==> src/rtl/pwm_irq_pkg.sv <==
package pwm_irq_pkg;

    typedef enum logic [1:0] {
        SH_IDLE = 2'd0,
        SH_VAL  = 2'd1,
        SH_CFG  = 2'd2,
        SH_BOTH = 2'd3
    } sh_state_t;

    localparam int REG_W       = 32;
    localparam int ADDR_W      = 4;
    localparam int ADR_SR1     = 0;
    localparam int ADR_IER1    = 1;
    localparam int ADR_IDR1    = 2;
    localparam int ADR_IMR1    = 3;
    localparam int ADR_SR2     = 4;
    localparam int ADR_IER2    = 5;
    localparam int ADR_IDR2    = 6;
    localparam int ADR_IMR2    = 7;
    localparam int ADR_CMP     = 8;

    localparam int FAULT_LSB   = 16;
    localparam int WRDY_BIT    = 0;
    localparam int ENDTX_BIT   = 1;
    localparam int BUFE_BIT    = 2;
    localparam int UNRE_BIT    = 3;
    localparam int MATCH_LSB   = 8;
    localparam int UPD_LSB     = 16;

    localparam int CFG_W       = 8;
    localparam int CFG_EN_BIT  = 0;
    localparam int CFG_UPR_LSB = 4;
    localparam int UPR_W       = 4;

endpackage

==> src/rtl/pwm_irq_mask.sv <==
module pwm_irq_mask #(
    parameter int W = 32
) (
    input  logic         clk,
    input  logic         rst_n,
    input  logic         set_we,
    input  logic         clr_we,
    input  logic [W-1:0] wdata,
    output logic [W-1:0] mask
);

    logic [W-1:0] set_bits;
    logic [W-1:0] clr_bits;

    always_comb begin
        set_bits = set_we ? wdata : '0;
        clr_bits = clr_we ? wdata : '0;
    end

    always_ff @(posedge clk or negedge rst_n) begin
        if (!rst_n) begin
            mask <= '0;
        end else begin
            mask <= (mask | set_bits) & ~clr_bits;
        end
    end


    mask_set_chk: assert property (@(posedge clk) disable iff (!rst_n)
        (set_we && !clr_we) |=> ((mask & $past(wdata)) == $past(wdata)));


    mask_clr_chk: assert property (@(posedge clk) disable iff (!rst_n)
        (clr_we && !set_we) |=> ((mask & $past(wdata)) == '0));


    mask_hold_chk: assert property (@(posedge clk) disable iff (!rst_n)
        (!set_we && !clr_we) |=> (mask == $past(mask)));

endmodule

==> src/rtl/pwm_irq_status.sv <==
module pwm_irq_status #(
    parameter int           W        = 32,
    parameter logic [W-1:0] LVL_MASK = '0
) (
    input  logic         clk,
    input  logic         rst_n,
    input  logic [W-1:0] evt,
    input  logic [W-1:0] lvl,
    input  logic         rd_clr,
    output logic [W-1:0] flags
);

    logic [W-1:0] pulse_evt;
    logic [W-1:0] kept;
    logic [W-1:0] flags_d;

    always_comb begin
        pulse_evt = evt & ~LVL_MASK;
        kept      = rd_clr ? '0 : flags;
        flags_d   = ((kept | pulse_evt) & ~LVL_MASK) | (lvl & LVL_MASK);
    end

    always_ff @(posedge clk or negedge rst_n) begin
        if (!rst_n) begin
            flags <= '0;
        end else begin
            flags <= flags_d;
        end
    end


    evt_wins_chk: assert property (@(posedge clk) disable iff (!rst_n)
        (|pulse_evt) |=> ((flags & $past(pulse_evt)) == $past(pulse_evt)));


    rd_clear_chk: assert property (@(posedge clk) disable iff (!rst_n)
        (rd_clr && pulse_evt == '0) |=> ((flags & ~LVL_MASK) == '0));


    flag_hold_chk: assert property (@(posedge clk) disable iff (!rst_n)
        (!rd_clr) |=> ((flags & $past(flags) & ~LVL_MASK) == ($past(flags) & ~LVL_MASK)));

endmodule

==> src/rtl/pwm_cmp_shadow.sv <==
module pwm_cmp_shadow
    import pwm_irq_pkg::*;
#(
    parameter int CNT_W = 16
) (
    input  logic             clk,
    input  logic             rst_n,
    input  logic             ch0_eop,
    input  logic [CNT_W-1:0] ch0_cnt,
    input  logic             val_we,
    input  logic             cfg_we,
    input  logic [REG_W-1:0] wdata,
    output logic [CNT_W-1:0] act_val,
    output logic [CFG_W-1:0] act_cfg,
    output logic             match,
    output logic             upd
);

    sh_state_t        state_q;
    sh_state_t        state_d;
    logic [CNT_W-1:0] shd_val;
    logic [CFG_W-1:0] shd_cfg;
    logic [UPR_W-1:0] upd_cnt;
    logic [UPR_W-1:0] upr;
    logic             boundary;
    logic             val_pend;
    logic             cfg_pend;
    logic             load_val;
    logic             load_cfg;
    logic             eq;
    logic             eq_q;

    always_comb begin
        upr      = act_cfg[CFG_UPR_LSB +: UPR_W];
        boundary = ch0_eop && (upd_cnt == upr);
        eq       = act_cfg[CFG_EN_BIT] && (ch0_cnt == act_val);
        match    = eq && !eq_q;
    end

    // next-state process
    always_comb begin
        val_pend = 1'b0;
        cfg_pend = 1'b0;
        unique case (state_q)
            SH_IDLE: begin val_pend = 1'b0; cfg_pend = 1'b0; end
            SH_VAL:  begin val_pend = 1'b1; cfg_pend = 1'b0; end
            SH_CFG:  begin val_pend = 1'b0; cfg_pend = 1'b1; end
            SH_BOTH: begin val_pend = 1'b1; cfg_pend = 1'b1; end
        endcase
        load_val = boundary && val_pend;
        load_cfg = boundary && cfg_pend;
        upd      = boundary && (val_pend || cfg_pend);
        state_d  = state_q;
        unique case ({(val_pend && !boundary) || val_we,
                      (cfg_pend && !boundary) || cfg_we})
            2'b00: state_d = SH_IDLE;
            2'b10: state_d = SH_VAL;
            2'b01: state_d = SH_CFG;
            2'b11: state_d = SH_BOTH;
        endcase
    end

    // state register
    always_ff @(posedge clk or negedge rst_n) begin
        if (!rst_n) begin
            state_q <= SH_IDLE;
        end else begin
            state_q <= state_d;
        end
    end

    // output/datapath registers
    always_ff @(posedge clk or negedge rst_n) begin
        if (!rst_n) begin
            shd_val <= '0;
            shd_cfg <= '0;
            act_val <= '0;
            act_cfg <= '0;
            upd_cnt <= '0;
            eq_q    <= 1'b0;
        end else begin
            eq_q <= eq;
            if (val_we) shd_val <= wdata[CNT_W-1:0];
            if (cfg_we) shd_cfg <= wdata[CFG_W-1:0];
            if (load_val) act_val <= shd_val;
            if (load_cfg) act_cfg <= shd_cfg;
            if (ch0_eop) upd_cnt <= boundary ? '0 : upd_cnt + 1'b1;
        end
    end


    match_pulse_chk: assert property (@(posedge clk) disable iff (!rst_n)
        match |=> !match);


    val_load_chk: assert property (@(posedge clk) disable iff (!rst_n)
        (boundary && (state_q == SH_VAL || state_q == SH_BOTH)) |=> (act_val == $past(shd_val)));


    no_boundary_chk: assert property (@(posedge clk) disable iff (!rst_n)
        (!boundary) |=> (act_val == $past(act_val) && act_cfg == $past(act_cfg)));


    cfg_keep_chk: assert property (@(posedge clk) disable iff (!rst_n)
        (state_q == SH_IDLE || state_q == SH_VAL) |=> (act_cfg == $past(act_cfg)));

endmodule

==> src/rtl/pwm_irq_ctrl.sv <==
module pwm_irq_ctrl
    import pwm_irq_pkg::*;
#(
    parameter int N_CH  = 4,
    parameter int N_CMP = 2,
    parameter int CNT_W = 16
) (
    input  logic              clk,
    input  logic              rst_n,
    input  logic              reg_wr,
    input  logic              reg_rd,
    input  logic [ADDR_W-1:0] reg_addr,
    input  logic [REG_W-1:0]  reg_wdata,
    output logic [REG_W-1:0]  reg_rdata,
    input  logic [N_CH-1:0]   ch_eop,
    input  logic [N_CH-1:0]   ch_fault,
    input  logic              xfer_wrdy,
    input  logic              xfer_endtx,
    input  logic              xfer_bufe,
    input  logic              xfer_unre,
    input  logic [CNT_W-1:0]  ch0_cnt,
    output logic [N_CMP-1:0]  cmp_match,
    output logic              irq
);

    localparam logic [REG_W-1:0] SR2_LVL = (REG_W'(1) << ENDTX_BIT) | (REG_W'(1) << BUFE_BIT);

    logic [REG_W-1:0] sr1_evt, sr2_evt, sr2_lvl;
    logic [REG_W-1:0] sr1, sr2, imr1, imr2;
    logic [N_CMP-1:0] cmp_upd;
    logic [N_CMP-1:0] val_we, cfg_we;
    logic [CNT_W-1:0] act_val [N_CMP];
    logic [CFG_W-1:0] act_cfg [N_CMP];
    logic             rd_sr1, rd_sr2;

    always_comb begin
        sr1_evt = '0;
        sr1_evt[N_CH-1:0]         = ch_eop;
        sr1_evt[FAULT_LSB +: N_CH] = ch_fault;
        sr2_evt = '0;
        sr2_evt[WRDY_BIT]          = xfer_wrdy;
        sr2_evt[UNRE_BIT]          = xfer_unre;
        sr2_evt[MATCH_LSB +: N_CMP] = cmp_match;
        sr2_evt[UPD_LSB +: N_CMP]   = cmp_upd;
        sr2_lvl = '0;
        sr2_lvl[ENDTX_BIT]         = xfer_endtx;
        sr2_lvl[BUFE_BIT]          = xfer_bufe;
        rd_sr1 = reg_rd && (reg_addr == ADDR_W'(ADR_SR1));
        rd_sr2 = reg_rd && (reg_addr == ADDR_W'(ADR_SR2));
    end

    pwm_irq_status #(.W(REG_W), .LVL_MASK('0)) u_sr1 (
        .clk(clk), .rst_n(rst_n), .evt(sr1_evt), .lvl('0),
        .rd_clr(rd_sr1), .flags(sr1)
    );

    pwm_irq_status #(.W(REG_W), .LVL_MASK(SR2_LVL)) u_sr2 (
        .clk(clk), .rst_n(rst_n), .evt(sr2_evt), .lvl(sr2_lvl),
        .rd_clr(rd_sr2), .flags(sr2)
    );

    pwm_irq_mask #(.W(REG_W)) u_imr1 (
        .clk(clk), .rst_n(rst_n),
        .set_we(reg_wr && reg_addr == ADDR_W'(ADR_IER1)),
        .clr_we(reg_wr && reg_addr == ADDR_W'(ADR_IDR1)),
        .wdata(reg_wdata), .mask(imr1)
    );

    pwm_irq_mask #(.W(REG_W)) u_imr2 (
        .clk(clk), .rst_n(rst_n),
        .set_we(reg_wr && reg_addr == ADDR_W'(ADR_IER2)),
        .clr_we(reg_wr && reg_addr == ADDR_W'(ADR_IDR2)),
        .wdata(reg_wdata), .mask(imr2)
    );

    for (genvar k = 0; k < N_CMP; k++) begin : g_cmp
        assign val_we[k] = reg_wr && (reg_addr == ADDR_W'(ADR_CMP + 2 * k));
        assign cfg_we[k] = reg_wr && (reg_addr == ADDR_W'(ADR_CMP + 2 * k + 1));

        pwm_cmp_shadow #(.CNT_W(CNT_W)) u_shadow (
            .clk(clk), .rst_n(rst_n),
            .ch0_eop(ch_eop[0]), .ch0_cnt(ch0_cnt),
            .val_we(val_we[k]), .cfg_we(cfg_we[k]), .wdata(reg_wdata),
            .act_val(act_val[k]), .act_cfg(act_cfg[k]),
            .match(cmp_match[k]), .upd(cmp_upd[k])
        );
    end

    always_comb begin
        reg_rdata = '0;
        case (reg_addr)
            ADDR_W'(ADR_SR1):  reg_rdata = sr1;
            ADDR_W'(ADR_IMR1): reg_rdata = imr1;
            ADDR_W'(ADR_SR2):  reg_rdata = sr2;
            ADDR_W'(ADR_IMR2): reg_rdata = imr2;
            default: begin
                for (int k = 0; k < N_CMP; k++) begin
                    if (reg_addr == ADDR_W'(ADR_CMP + 2 * k))
                        reg_rdata = REG_W'(act_val[k]);
                    if (reg_addr == ADDR_W'(ADR_CMP + 2 * k + 1))
                        reg_rdata = REG_W'(act_cfg[k]);
                end
            end
        endcase
    end

    assign irq = (|(sr1 & imr1)) || (|(sr2 & imr2));


    irq_quiet_chk: assert property (@(posedge clk) disable iff (!rst_n)
        (imr1 == '0 && imr2 == '0) |-> !irq);

endmodule

==> config.mk <==
export PLATFORM = sky130hd
export DESIGN_NAME = pwm_irq_ctrl
export DESIGN_NICKNAME = d
export VERILOG_FILES = /design/src/rtl/pwm_irq_pkg.sv /design/src/rtl/pwm_irq_mask.sv /design/src/rtl/pwm_irq_status.sv /design/src/rtl/pwm_cmp_shadow.sv /design/src/rtl/pwm_irq_ctrl.sv
export SDC_FILE = /design/constraint.sdc
export NUM_CORES = 1
export LEC_CHECK = 0
export BUFFER_PORTS_ARGS = -buffer_cell sky130_fd_sc_hd__buf_4
export CAP_MARGIN = 20
export CELL_PAD_IN_SITES_DETAIL_PLACEMENT = 1
export CELL_PAD_IN_SITES_GLOBAL_PLACEMENT = 2
export CORE_ASPECT_RATIO = 1.5
export CORE_MARGIN = 3
export CORE_UTILIZATION = 40
export CTS_CLUSTER_SIZE = 20
export DETAILED_ROUTE_END_ITERATION = 16
export GPL_ROUTABILITY_DRIVEN = 0
export PLACE_DENSITY = 0.8
export SYNTH_ARGS = -nofsm -noshare
export SYNTH_HDL_FRONTEND = slang
export SYNTH_SLANG_ARGS = --single-unit
==> constraint.sdc <==
create_clock -name clk -period 2.2 [get_ports clk]
set_input_delay 0.22 -clock clk [delete_from_list [all_inputs] [get_ports clk]]
set_output_delay 0.22 -clock clk [all_outputs]
set_load 0.03 [all_outputs]
# Yosys cells after proc, flatten, opt, wreduce, memory -nomap -nowiden
# Index checks and enable logic that the tools add are counted.
[totals] ff_bits=238 ramBits=0 input_bits=68 out_inout_bits=35 mem_bits_ro=0 latch_bits=0 mem_count=0
[classes] shift=0 n_div=0 n_mux=19 reduce_logical=52 n_mul=0 order_cmp=0 eq_ne=27 add_sub_neg=2 n_bitwise=11
[ops] cell="2-to-1 mux 32 bit" n=9
[ops] cell="AND 32 bit" n=4
[ops] cell="case mux 32 bit (4 select lines)" n=1
[ops] cell="NOT 32 bit" n=2
[ops] cell="OR 32 bit" n=2
[ops] cell="OR reduction 32 bit" n=2
[ops] cell="equality test 16 bit" n=2
[ops] cell="OR 32 x 18 -> 32 bit" n=1
[ops] cell="OR 32 x 20 -> 32 bit" n=1
[ops] cell="OR 32 x 3 -> 32 bit" n=1
[ops] cell="logical AND 1 bit" n=26
[ops] cell="equality test 2 bit, second input constant" n=8
[ops] cell="equality test 4 x 3 -> 1 bit, second input constant" n=4
[ops] cell="equality test 4 bit, second input constant" n=4
[ops] cell="2-to-1 mux 16 bit" n=1
[ops] cell="case mux 2 bit (4 select lines)" n=2
[ops] cell="OR reduction 2 bit" n=8
[ops] cell="adder 4 x 1 -> 4 bit, second input constant" n=2
[ops] cell="equality test 2 x 1 -> 1 bit, second input constant" n=4
[ops] cell="equality test 4 x 2 -> 1 bit, second input constant" n=2
[ops] cell="equality test 4 bit" n=2
[ops] cell="zero test 2 bit" n=4
[ops] cell="2-to-1 mux 4 bit" n=2
[ops] cell="case mux 1 bit (2 select lines)" n=4
[ops] cell="4 further kinds" n=13

# Depth between registers and ports, before layout
[logic_depth] word_depth=7 depth_mapped=6

# By module
# From an unflattened synthesis, not the netlist that was laid out.
[hier_totals] hier_cells=857 hier_area_um2=10706.5
[modules_own_cells] module="pwm_cmp_shadow" area_per_inst_um2=2383.5 cells_per_inst=161 n_inst=2
[modules_own_cells] module="pwm_irq_mask" area_per_inst_um2=1169.9 cells_per_inst=102 n_inst=2
[modules_own_cells] module="pwm_irq_ctrl" area_per_inst_um2=1455.1 cells_per_inst=197 n_inst=1
[modules_own_cells] module="pwm_irq_status (u_sr1)" area_per_inst_um2=1081.0 cells_per_inst=68 n_inst=1
[modules_own_cells] module="pwm_irq_status (u_sr2)" area_per_inst_um2=1063.5 cells_per_inst=66 n_inst=1

# Worst setup path after synthesis
# Ideal clock, no wire load.
[synth_path] path_type="register -> register" start="reg g_cmp[1].u_shadow.act_cfg[7]" end="reg g_cmp[1].u_shadow.act_val[10]" path_stages_with_launch=6 setup_time_ps=125 t_arrival_ps=1684 required_ps=2075 setup_slack_ps=391 synth_period_minus_slack_ps=1809 path_cell_list="dfrtp_1 > xnor2_1 > nand3_1 > nor3_2 > buf_4 > mux2_2"
[synth_between] elab_chain_len=3
[synth_rtl] element="start, declared" line_no="pwm_cmp_shadow.sv:14" source="output logic [CFG_W-1:0] act_cfg,"
[synth_rtl] element="start signal, assigned" line_no="pwm_cmp_shadow.sv:86" source="if (load_cfg) act_cfg <= shd_cfg;"
[synth_rtl] element="equality test 4 bit" line_no="pwm_cmp_shadow.sv:35" source="boundary = ch0_eop && (upd_cnt == upr);"
[synth_rtl] element="logical AND 1 bit" line_no="pwm_cmp_shadow.sv:35"
[synth_rtl] element="logical AND 1 bit" line_no="pwm_cmp_shadow.sv:50" source="load_val = boundary && val_pend;"
[synth_rtl] element="end signal, assigned" line_no="pwm_cmp_shadow.sv:85" source="if (load_val) act_val <= shd_val;"
[synth_rtl] element="end, declared" line_no="pwm_cmp_shadow.sv:13" source="output logic [CNT_W-1:0] act_val,"
# Every way passes these cells.
# A chain may end at the register's enable or synchronous reset.

# Worst setup path in the final report
[layout_path] start="reg g_cmp[1].u_shadow.act_val[6]" end="out cmp_match[1]"
[layout_between] elab_chain_len=3
[layout_rtl] element="equality test 16 bit" line_no="pwm_cmp_shadow.sv:36" source="eq = act_cfg[CFG_EN_BIT] && (ch0_cnt == act_val);"
[layout_rtl] element="logical AND 1 bit" line_no="pwm_cmp_shadow.sv:36"
[layout_rtl] element="logical AND 1 bit" line_no="pwm_cmp_shadow.sv:37" source="match = eq && !eq_q;"
[layout_rtl] element="end, declared" line_no="pwm_irq_ctrl.sv:22" source="output logic [N_CMP-1:0] cmp_match,"
# Every way passes these cells.

==> flow_summary.toml <==
[synthesis]
ys_types = 50
synth_fa_ha_area_frac = 0.00265
syn_avg_cell_area_sq_um = 12.0
ys_warn_count = 0
syn_inst = 790
muxShareOfSynthArea = 0.133
synthXorXnorAreaFrac = 0.0352
synth_seq_area_share = 0.567
synth_top_family_by_area = "compound AO/OA/AOI/OAI gates"
synthesis.area_sq_um = 9450
yosys.area_share.simple = 0.0816
ys_seq_elements = 214
synthFlopType = "dfrtp_1"
synth.area.top_cells = "dfrtp_1, mux2_2, a21oi_1"
async_flop_share = 1.00
synth.largest_area_cell = "dfrtp_1"
synth.top_cell.area_share = 0.567
synth_compound_area_frac = 0.152
synth_edf_count = 0
syn_nets = 860

[timing]
worst_pin_slew_ns = 0.604
holdWs_ns = 0.0529
post-route-min-period_ns = 2.24
rsz0062_at_grt = "yes"
finalSetupViolations = 3
max_freq_ghz = 0.446
relSlewSlack = 0.597
drv_slew = 0
fin_worst_skew_ns = 0.0146
hold_viol = 0
fin_crit_sh = 1.02
setup_ws_ns = -0.0418

[global_route]
grt_max_degree = 68
grt.total_usage = 0.239
grt_overflow = 0
grt_pass1_wl_um = 48900
first_global_vias = 8533
antenna_found_initial = 0

[critical_path]
r2r_slack_ns = 0.33
crit_start = "g_cmp[1].u_shadow.act_val[6]"
critPathCapture = "cmp_match[1]"
crit-reg2reg-capture = "g_cmp[0].u_shadow.act_val[8]"
cp-start-kind = "flop"
r2r_start = "g_cmp[0].u_shadow.act_cfg[6]"
cp-end-kind = "output pin"
critical_path_arrival_ns = 2.02
critPathMaxFanout = 3
r2r_cells = 5
critPathKind = "flop to output pin"
required_ns = 1.98

[clock_network]
cts-root-buf = "clkbuf_16"
clockBufferDepth = 3
insertion_delay_ns = 0.51
clkTransAtPathRegs_ns = 0.06
cts.sinks = 214
numCtsBuffers = 22
cts_tree = "done"
h-tree-depth = 1

[die]
die_area_sq_um = 25500
rows = 68
boundaryPins = 103
coreArea_sq_um = 23100
initial_core_util = 0.408
dieHeight_um = 194
die_x_um = 131

[outcome]
outcome = "finished with violations"
violations = "negative setup slack"

[route]
detail-route-antenna-nets = 0
vias_per_cell = 5.72
wl_um = 30600
dr_total_vias = 7379
dr.pass1.iters = 5
wire_per_inst_um = 23.7
drtIter0Drc = 487
drc = 0

[placed_design]
dp.cells = 1196
numPortBuffers = 102
dp.final_hpwl_um = 20800

[layout]
final_common_cell = "dfrtp_1"
fin_nets = 1030
syn2layout_area_growth_pct = 28.0
n_antenna_cell = 0
instances_no_fill = 1290
fill_cells = 2403
final_cell_mix = "dfrtp_1, buf_4, a21oi_1"
drive_gt1_frac = 0.314

[power_and_ir_drop]
total_leakage_power_nw = 5.48
vdd_drop_max_v = 0.000526
p_per_area_nw_per_um2 = 1020

[min_path]
hp-class = "input pin to flop"

[run]
cap_violations = 0
state kept, by name (all words and copies together), names as in the netlist:
register	flops
g_cmp.u_shadow.shd_cfg	16
g_cmp.u_shadow.act_cfg	16
g_cmp.u_shadow.eq_q	2
u_imr2.mask	32
g_cmp.u_shadow.act_val	32
g_cmp.u_shadow.upd_cnt	8
u_imr1.mask	32
u_sr1.flags	8
g_cmp.u_shadow.state_q	4
g_cmp.u_shadow.shd_val	32
u_sr2.flags	32
cells in the mapped netlist, types with 15 or more instances:
cell type  count
a21oi_1      128
a222oi_1      16
a22oi_1       49
and2_1        25
clkbuf_1      21
dfrtp_1      214
inv_1         24
mux2_2        87
nand2_1       35
nand3_1       15
nor2_1        17
xnor2_1       20
xor2_1        18
worst min path at each step:
stage / start / to / cells after the start
after floorplan: rst_n / g_cmp[0].u_shadow.act_cfg[0] / 0
after global placement: rst_n / u_imr1.mask[30] / 1
after detailed placement: rst_n / u_imr2.mask[30] / 1
after CTS: ch_eop[0] / u_sr1.flags[0] / 2
after global routing: ch_eop[0] / u_sr1.flags[0] / 2
final: ch_eop[0] / u_sr1.flags[0] / 2
metal layers:
metal	share of wire	global-route usage
met2	0.54	0.444
met3	0.038	0.0322
met1	0.40	0.284
met5	0	0
met4	0.027	0.0728
critical path: stages (launching register included):
cell     delay (ns)
dfrtp_1        0.42
xnor2_2        0.20
nand2_1        0.08
or4_4          0.55
nor2_4         0.13
buf_6          0.14
cell families (layout without fill, tap and decap cells):
logic type / count (synthesis) / count (layout)
multiplexers: 107 / 107
adder cells (fa/ha/maj): 2 / 2
AND/OR/NAND/NOR: 134 / 134
buffers and inverters: 64 / 249
AO/OA/AOI/OAI: 231 / 231
XOR/XNOR: 38 / 38
flip-flops: 214 / 214
layout make-up:
class	count	area [sq um]	share of cell area
repair buffers	186	1620	0.134
clock buffers	30	632	0.0522
clock inverters	9	51.3	0.00424
well taps	315	394	0.0326
multi-input cells	512	3960	0.327
flip-flops and latches	214	5360	0.443
inverters	24	90.1	0.00745
timing repair:
action	in CTS	in global routing
resized for setup	22	6
hold endpoints to repair	142	0
setup buffers	11	0
hold buffers	44	0
pin swaps	19	7
gates cloned	0	0
setup endpoints to repair	3	4
stage by stage:
step                      setup WS (ns)  setup TNS, ns  instance area (sq um)  total power, mW  utilization
after floorplan                   0.391              0                   9450             7.39            -
after global placement            0.230              0                  10800             8.34        0.465
after detailed placement          0.202              0                  10800             8.57        0.465
after CTS                       -0.0620         -0.123                  12100             12.4        0.522
after global routing            -0.0893         -0.229                  12100             13.0        0.523
final                           -0.0418        -0.0753                  12100             12.4        0.523
report_power, final:
| part | internal, mW | switching, mW |
|---|---|---|
| Sequential | 4.93 | 0.882 |
| Clock | 2.02 | 1.59 |
| Combinational | 1.51 | 1.43 |
| Total | 8.46 | 3.91 |
Note: power is estimated with default switching activity, not from simulation.
